<file path="src/rtl/fstx_pkg.sv">
`timescale 1ns/1ps
// Shared types of the framed serial transmitter.
package fstx_pkg;
    // Frame-sync waveform / valid-edge choice, decoded from the format input.
    typedef enum logic {
        FMT_PULSE  = 1'b0,
        FMT_SQUARE = 1'b1
    } fs_fmt_e;
endpackage

</file>
<file path="src/rtl/fstx_clkdiv.sv">
`timescale 1ns/1ps
// Serial clock divider.
// Counts system-clock phases 0..DIV-1 within one serial cycle and shapes the
// serial clock so that its mid-cycle edge is rising (square format) or
// falling (pulse format).
// Assumes DIV is even and at least 2. restart_i forces phase 0 at the next edge.
module fstx_clkdiv #(
    parameter  int DIV  = 4,
    localparam int PH_W = (DIV > 1) ? $clog2(DIV) : 1
) (
    input  logic clk,
    input  logic rst_n,
    input  logic restart_i,
    input  logic fmt_i,
    output logic last_o,
    output logic sclk_o
);
    localparam logic [PH_W-1:0] PH_LAST = PH_W'(DIV - 1);
    localparam logic [PH_W-1:0] PH_HALF = PH_W'(DIV / 2);

    logic [PH_W-1:0] ph_q;
    logic            upper_half;

    // Phase counter: wraps at DIV-1, cleared by a frame restart.
    always_ff @(posedge clk) begin
        if (!rst_n) begin
            ph_q <= '0;
        end else if (restart_i || last_o) begin
            ph_q <= '0;
        end else begin
            ph_q <= ph_q + 1'b1;
        end
    end

    // Serial clock shaping: edge sits mid-cycle, polarity chosen by format.
    always_comb begin
        last_o     = (ph_q == PH_LAST);
        upper_half = (ph_q >= PH_HALF);
        sclk_o     = fmt_i ? upper_half : ~upper_half;
    end


    ph_step_chk: assert property (@(posedge clk) disable iff (!rst_n)
        (!restart_i && !last_o) |=> (ph_q == $past(ph_q) + 1'b1));
endmodule

</file>
<file path="src/rtl/fstx_fsi_sync.sv">
`timescale 1ns/1ps
// Frame-sync input synchronizer and rise detector.
// The first stage captures the asynchronous input on the falling system edge,
// the second on the rising edge. A third rising-edge flop holds the previous
// synchronized level. Every stage resets to 1, so a level already high at
// reset is never taken as a rise. Assumes the half-cycle settling window
// between the first two stages is adequate at the target clock rate.
module fstx_fsi_sync (
    input  logic clk,
    input  logic rst_n,
    input  logic fsi_i,
    output logic rise_o
);
    logic meta_q;
    logic sync_q;
    logic prev_q;

    // First stage: sample the raw input on the falling edge.
    always_ff @(negedge clk) begin
        if (!rst_n) begin
            meta_q <= 1'b1;
        end else begin
            meta_q <= fsi_i;
        end
    end

    // Second stage and history flop on the rising edge.
    always_ff @(posedge clk) begin
        if (!rst_n) begin
            sync_q <= 1'b1;
            prev_q <= 1'b1;
        end else begin
            sync_q <= meta_q;
            prev_q <= sync_q;
        end
    end

    // Rise flag: synchronized level went from 0 to 1.
    always_comb rise_o = sync_q & ~prev_q;


    rise_single_chk: assert property (@(posedge clk) disable iff (!rst_n)
        rise_o |=> !rise_o);
endmodule

</file>
<file path="src/rtl/fstx_framer.sv">
`timescale 1ns/1ps
// Frame sequencer.
// Counts serial cycles within a frame, latches one sample per frame through
// a valid/ready handshake, serializes it MSB first with zero padding, and
// decodes the frame-sync output for the selected format.
// Assumes FRAME_LEN > SAMPLE_W so that the pulse cycle lies in the padding.
module fstx_framer
    import fstx_pkg::*;
#(
    parameter  int SAMPLE_W  = 16,
    parameter  int FRAME_LEN = 32,
    localparam int CNT_W     = $clog2(FRAME_LEN)
) (
    input  logic                clk,
    input  logic                rst_n,
    input  logic                fmt_i,
    input  logic                last_ph_i,
    input  logic                restart_i,
    input  logic                s_valid_i,
    input  logic [SAMPLE_W-1:0] s_data_i,
    output logic                s_ready_o,
    output logic                sdo_o,
    output logic                fso_o
);
    localparam logic [CNT_W-1:0] CNT_LAST  = CNT_W'(FRAME_LEN - 1);
    localparam logic [CNT_W-1:0] CNT_RESET = CNT_W'(FRAME_LEN - 2);
    localparam logic [CNT_W-1:0] CNT_DATA  = CNT_W'(SAMPLE_W);

    fs_fmt_e             fmt;
    logic [CNT_W-1:0]    cnt_q;
    logic [SAMPLE_W-1:0] word_q;
    logic [SAMPLE_W-1:0] aligned;
    logic                wrap;
    logic                frame_start;
    logic                in_data;

    // Frame boundary decode: natural wrap or external restart.
    always_comb begin
        fmt         = fs_fmt_e'(fmt_i);
        wrap        = last_ph_i && (cnt_q == CNT_LAST);
        frame_start = wrap || restart_i;
        s_ready_o   = frame_start;
    end

    // Serial-cycle counter within the frame.
    always_ff @(posedge clk) begin
        if (!rst_n) begin
            cnt_q <= CNT_RESET;
        end else if (frame_start) begin
            cnt_q <= '0;
        end else if (last_ph_i) begin
            cnt_q <= cnt_q + 1'b1;
        end
    end

    // Sample latch: loads only at a frame start with valid, else holds.
    always_ff @(posedge clk) begin
        if (!rst_n) begin
            word_q <= '0;
        end else if (frame_start && s_valid_i) begin
            word_q <= s_data_i;
        end
    end

    // Serializer and frame-sync decode.
    always_comb begin
        in_data = (cnt_q < CNT_DATA);
        aligned = word_q << cnt_q;
        sdo_o   = in_data ? aligned[SAMPLE_W-1] : 1'b0;
        if (fmt == FMT_SQUARE) begin
            fso_o = ~in_data;
        end else begin
            fso_o = (cnt_q == CNT_LAST);
        end
    end


    word_hold_chk: assert property (@(posedge clk) disable iff (!rst_n)
        !frame_start |=> $stable(word_q));


    auto_wrap_chk: assert property (@(posedge clk) disable iff (!rst_n)
        wrap |=> (cnt_q == '0));


    restart_chk: assert property (@(posedge clk) disable iff (!rst_n)
        restart_i |=> (cnt_q == '0));
endmodule

</file>
<file path="src/rtl/frame_serial_tx.sv">
`timescale 1ns/1ps
// Framed serial sample transmitter, top level.
// Ties the divider, frame-sync synchronizer and frame sequencer together and
// gates the data output-enable by the slot-select polarity. The tri-state
// itself is left to the pad ring: sdo_oe_o = 0 means high impedance.
// Assumes fmt_i and slot_i are static while not in reset.
module frame_serial_tx #(
    parameter int SAMPLE_W  = 16,
    parameter int FRAME_LEN = 32,
    parameter int DIV       = 4
) (
    input  logic                clk,
    input  logic                rst_n,
    input  logic                fmt_i,
    input  logic                slot_i,
    input  logic                den_i,
    input  logic                fsi_i,
    input  logic                s_valid_i,
    input  logic [SAMPLE_W-1:0] s_data_i,
    output logic                s_ready_o,
    output logic                sclk_o,
    output logic                fso_o,
    output logic                sdo_o,
    output logic                sdo_oe_o
);
    logic restart;
    logic last_ph;
    logic live_q;

    fstx_fsi_sync u_sync (
        .clk    (clk),
        .rst_n  (rst_n),
        .fsi_i  (fsi_i),
        .rise_o (restart)
    );

    fstx_clkdiv #(.DIV(DIV)) u_div (
        .clk       (clk),
        .rst_n     (rst_n),
        .restart_i (restart),
        .fmt_i     (fmt_i),
        .last_o    (last_ph),
        .sclk_o    (sclk_o)
    );

    fstx_framer #(.SAMPLE_W(SAMPLE_W), .FRAME_LEN(FRAME_LEN)) u_frm (
        .clk       (clk),
        .rst_n     (rst_n),
        .fmt_i     (fmt_i),
        .last_ph_i (last_ph),
        .restart_i (restart),
        .s_valid_i (s_valid_i),
        .s_data_i  (s_data_i),
        .s_ready_o (s_ready_o),
        .sdo_o     (sdo_o),
        .fso_o     (fso_o)
    );

    // Output-enable arming: held off throughout reset.
    always_ff @(posedge clk) begin
        if (!rst_n) begin
            live_q <= 1'b0;
        end else begin
            live_q <= 1'b1;
        end
    end

    // Drive the shared line only when the enable matches the slot level.
    always_comb sdo_oe_o = live_q && (den_i == slot_i);
endmodule

</file>
<file path="config.mk">
export PLATFORM = sky130hd
export DESIGN_NAME = frame_serial_tx
export DESIGN_NICKNAME = d
export VERILOG_FILES = /design/src/rtl/fstx_pkg.sv /design/src/rtl/fstx_clkdiv.sv /design/src/rtl/fstx_fsi_sync.sv /design/src/rtl/fstx_framer.sv /design/src/rtl/frame_serial_tx.sv
export SDC_FILE = /design/constraint.sdc
export NUM_CORES = 1
export LEC_CHECK = 0
export BUFFER_PORTS_ARGS = -buffer_cell sky130_fd_sc_hd__buf_2
export CAP_MARGIN = 30
export CORE_ASPECT_RATIO = 1.1
export CORE_UTILIZATION = 49
export DETAILED_ROUTE_END_ITERATION = 8
export GPL_TIMING_DRIVEN = 0
export PLACE_DENSITY = 0.73
export SLEW_MARGIN = 25
export SYNTH_ARGS = -nofsm -noshare
export SYNTH_HDL_FRONTEND = slang
export SYNTH_SLANG_ARGS = --single-unit
</file>
<file path="constraint.sdc">
create_clock -name clk -period 2.2 [get_ports clk]
set_input_delay 0 -clock clk [delete_from_list [all_inputs] [get_ports clk]]
set_output_delay 0 -clock clk [all_outputs]
set_load 0.02 [all_outputs]
</file>
==> qor.txt <==
io pins: 28
first-pass GRT wire length: 4236 µm
clk slew on worst S/H paths: 140 ps
Data required, critical path: 2420 ps
Peak VDD IR: 0.4438 mV
placed cell area: 1436 µm²
vias in the first global route: 1065
post-CTS sizing: 0
Synth Instances: 122
Synth area leaders: dfxtp_1 (43%), mux2i_1 (19%), nor2b_1 (8.9%)
Max-Cap Viols: 0
Layout area overhead: 29.31%
pwr dens: 555.2 nW/µm²
setup ws final: 98.10 ps
diode count: 0
CP Data Arrival Time: 2320 ps
CTS Buf Count: 3
Post-CTS Setup Bufs: 0
full die area: 2786 µm²
clock skew: 51.49 ps
Yosys top cell area share: 42.77%
sequential share of the synthesized area: 42.77%
Ys Warns: 0
Rows: 18
Startpoint Class: register
leak pwr: 0.7832 nW
Total GRT Usage: 19.82%
Vias per Instance: 5.075
PortBufs: 27
Skew-Pair Late Insertion Delay: 370 ps
drc violations: 0
TritonRoute pass-1 iters: 7
slowest stage cell, crit path: dfxtp_1
sequential share of power: 58.0%
Hold Path Class: input port to register
Via Count: 1015
Slew Limit Fails: 0
Comb power frac: 18.6%
Sw Share: 26.03%
Net Sw Power: 236.1 µW
Place WS: 131.4 ps
Final Non-Filler Cells: 200
first-iteration detailed-routing DRC count: 3
Synth Register Bits: 27
Most common cell on crit path: ha_1
Post-Synth XOR/XNOR Area: 2.079%
CTS tree: built
Unique masters post-synth: 29
dominant cell type by area after synthesis: dfxtp_1
Post-Syn Area: 1264 µm²
unrepaired setup endpoints after global routing: no
initial antenna violation count: 0
Hold Vio Cnt, Final: 0
Synth Area in Compound Gates: 7.822%
Post-Synth Adder-Cell Area: 3.960%
min Tclk post-route: 2102 ps
Die H: 55.26 µm
CTS sink cnt: 27
Starting Density: 53.95%
commonest cells after routing, fill and taps aside: buf_2 (27), dfxtp_1 (27), mux2i_1 (24)
slew margin rel.: 74.28%
Final period util: 95.54%
Layout Nets: 198
RD Place Congestion: 0.8266
Synth Flop Type: dfxtp_1
Max Buffers Root-to-Sink: 2
H-tree Lvls: 1
Power Internal: 671.0 µW
Mapped Nets: 149
mux share of post-synthesis cell area: 19.90%
WHS: 138.0 ps
Setup TNS Final: 0 ps
WL/cell: 12.31 µm
Synth Area in Simple Gates: 20.10%
EDFF count, synth: 0
ANT nets after route: 0
syn_area_per_cell: 10.36 µm²
largest family of logic cells by synthesized area: simple AND/OR/NAND/NOR gates
outcome: complete, no violations
Crit path max-delay family: simple AND/OR/NAND/NOR gates
Core ar.: 2342 µm²
Inst Count DP: 179
Buffers & Inverters on Critical Path: 1
dpl hpwl: 1747 µm
crit path kind: register to register
asr flop ratio synth: 0%
cell area after layout: 1634 µm²
CP peak stage delay: 390 ps
Final setup viols: 0
share of layout cells above drive strength 1: 22.35%
post-detailed-routing wire length: 2462 µm
Max Freq: 0.4758 GHz
clock root buffer: clkbuf_4
Clock Power Share: 23.4%
largest net degree at the start of global routing: 16
die width: 50.42 µm
Max FO, Critical Path: 10
worst-path cell chain: ha_1, and3_1, ha_1, and2_4, o21ai_4, buf_12, mux2i_1, nor2b_1
Worst Setup End Kind: register
Slew @ Worst Pin: 385.8 ps
grt ovf: 0
worst reg2reg max path, cell delays in order (launching register included):
cell     delay (ps)
dfxtp_1         390
ha_1            220
and3_1          190
ha_1            200
and2_4          170
o21ai_4         310
buf_12          200
mux2i_1         230
nor2b_1          90
path summary, 6_finish.rpt:
path	startpoint	end	slack [ps]	cells after the start
max	u_frm.cnt_q[1]$_SDFFE_PN1P_	u_frm.word_q[0]$_SDFFE_PN0P_	100	8
min	s_valid_i	u_frm.word_q[4]$_SDFFE_PN0P_	140	4
max reg2reg	u_frm.cnt_q[1]$_SDFFE_PN1P_	u_frm.word_q[0]$_SDFFE_PN0P_	100	8
min reg2reg	u_sync.sync_q$_SDFF_PN1_	u_sync.prev_q$_SDFF_PN1_	460	1
cells in the mapped netlist (2+ instances only):
cell / count
nand2_1: 5
ha_1: 4
dfxtp_1: 27
nand3_1: 2
o21ai_0: 2
nor2b_1: 18
clkbuf_1: 2
nor2_1: 7
and2_1: 2
nand2b_1: 3
mux2i_1: 24
inv_1: 2
a22oi_1: 6
o211ai_1: 2
xor2_1: 2
power groups by stage:
stage / Combinational (mW) / Clock [mW] / Sequential [mW]
CTS: 0.169 / 0.226 / 0.526
detailed placement: 0.146 / 0.00569 / 0.537
floorplan: 0.0999 / 0.00569 / 0.531
finish: 0.169 / 0.212 / 0.526
global placement: 0.139 / 0.00569 / 0.535
global route: 0.185 / 0.246 / 0.529
registers in the layout (all words and copies together) (netlist names):
name and count:
live_q 1, u_div.ph_q 2, u_frm.cnt_q 5, u_frm.word_q 16
u_sync.meta_q 1, u_sync.prev_q 1, u_sync.sync_q 1
final cells by class:
type                            instances  area [µm²]
Fill cell                             203       708.2
Multi-Input combinational cell         89       680.7
Sequential cell                        27       540.5
Timing Repair Buffer                   44       305.3
Tap cell                               30       37.54
Buffer                                  4       35.03
Clock buffer                            3       22.52
Clock inverter                          2       8.758
Inverter                                1       3.754
per-stage QoR:
stage               power [mW]  utilization (%)
floorplan               0.6370                -
global placement        0.6798            61.32
detailed placement      0.6879            61.32
CTS                     0.9205            69.77
global route            0.9608            69.77
finish                  0.9072            69.77
what timing repair did:
| item | in CTS | in global routing |
|---|---|---|
| endpoints found under the hold margin | 19 | 0 |
| setup endpoints to repair | 0 | 0 |
| hold buffers | 17 | 0 |
kinds of logic (layout without fill, tap and decap cells):
family                   after synthesis  in the layout
AND/OR/NAND/NOR                       44             44
flip-flops                            27             27
multiplexers                          25             25
AO/OA/AOI/OAI                         13             13
buffers and inverters                  6             54
adder cells (fa/ha/maj)                4              4
XOR/XNOR                               3              3
routing by layer:
| layer | track usage, % | up-vias | routed length, µm |
|---|---|---|---|
| li1 | - | 512 | - |
| met1 | 21.78 | 468 | 1016 |
| met2 | 35.62 | 28 | 1306 |
| met3 | 3.857 | 7 | 80 |
| met4 | 9.127 | 0 | 57 |
| met5 | 0 | - | 0 |
Power figures use the tool's default switching activity.
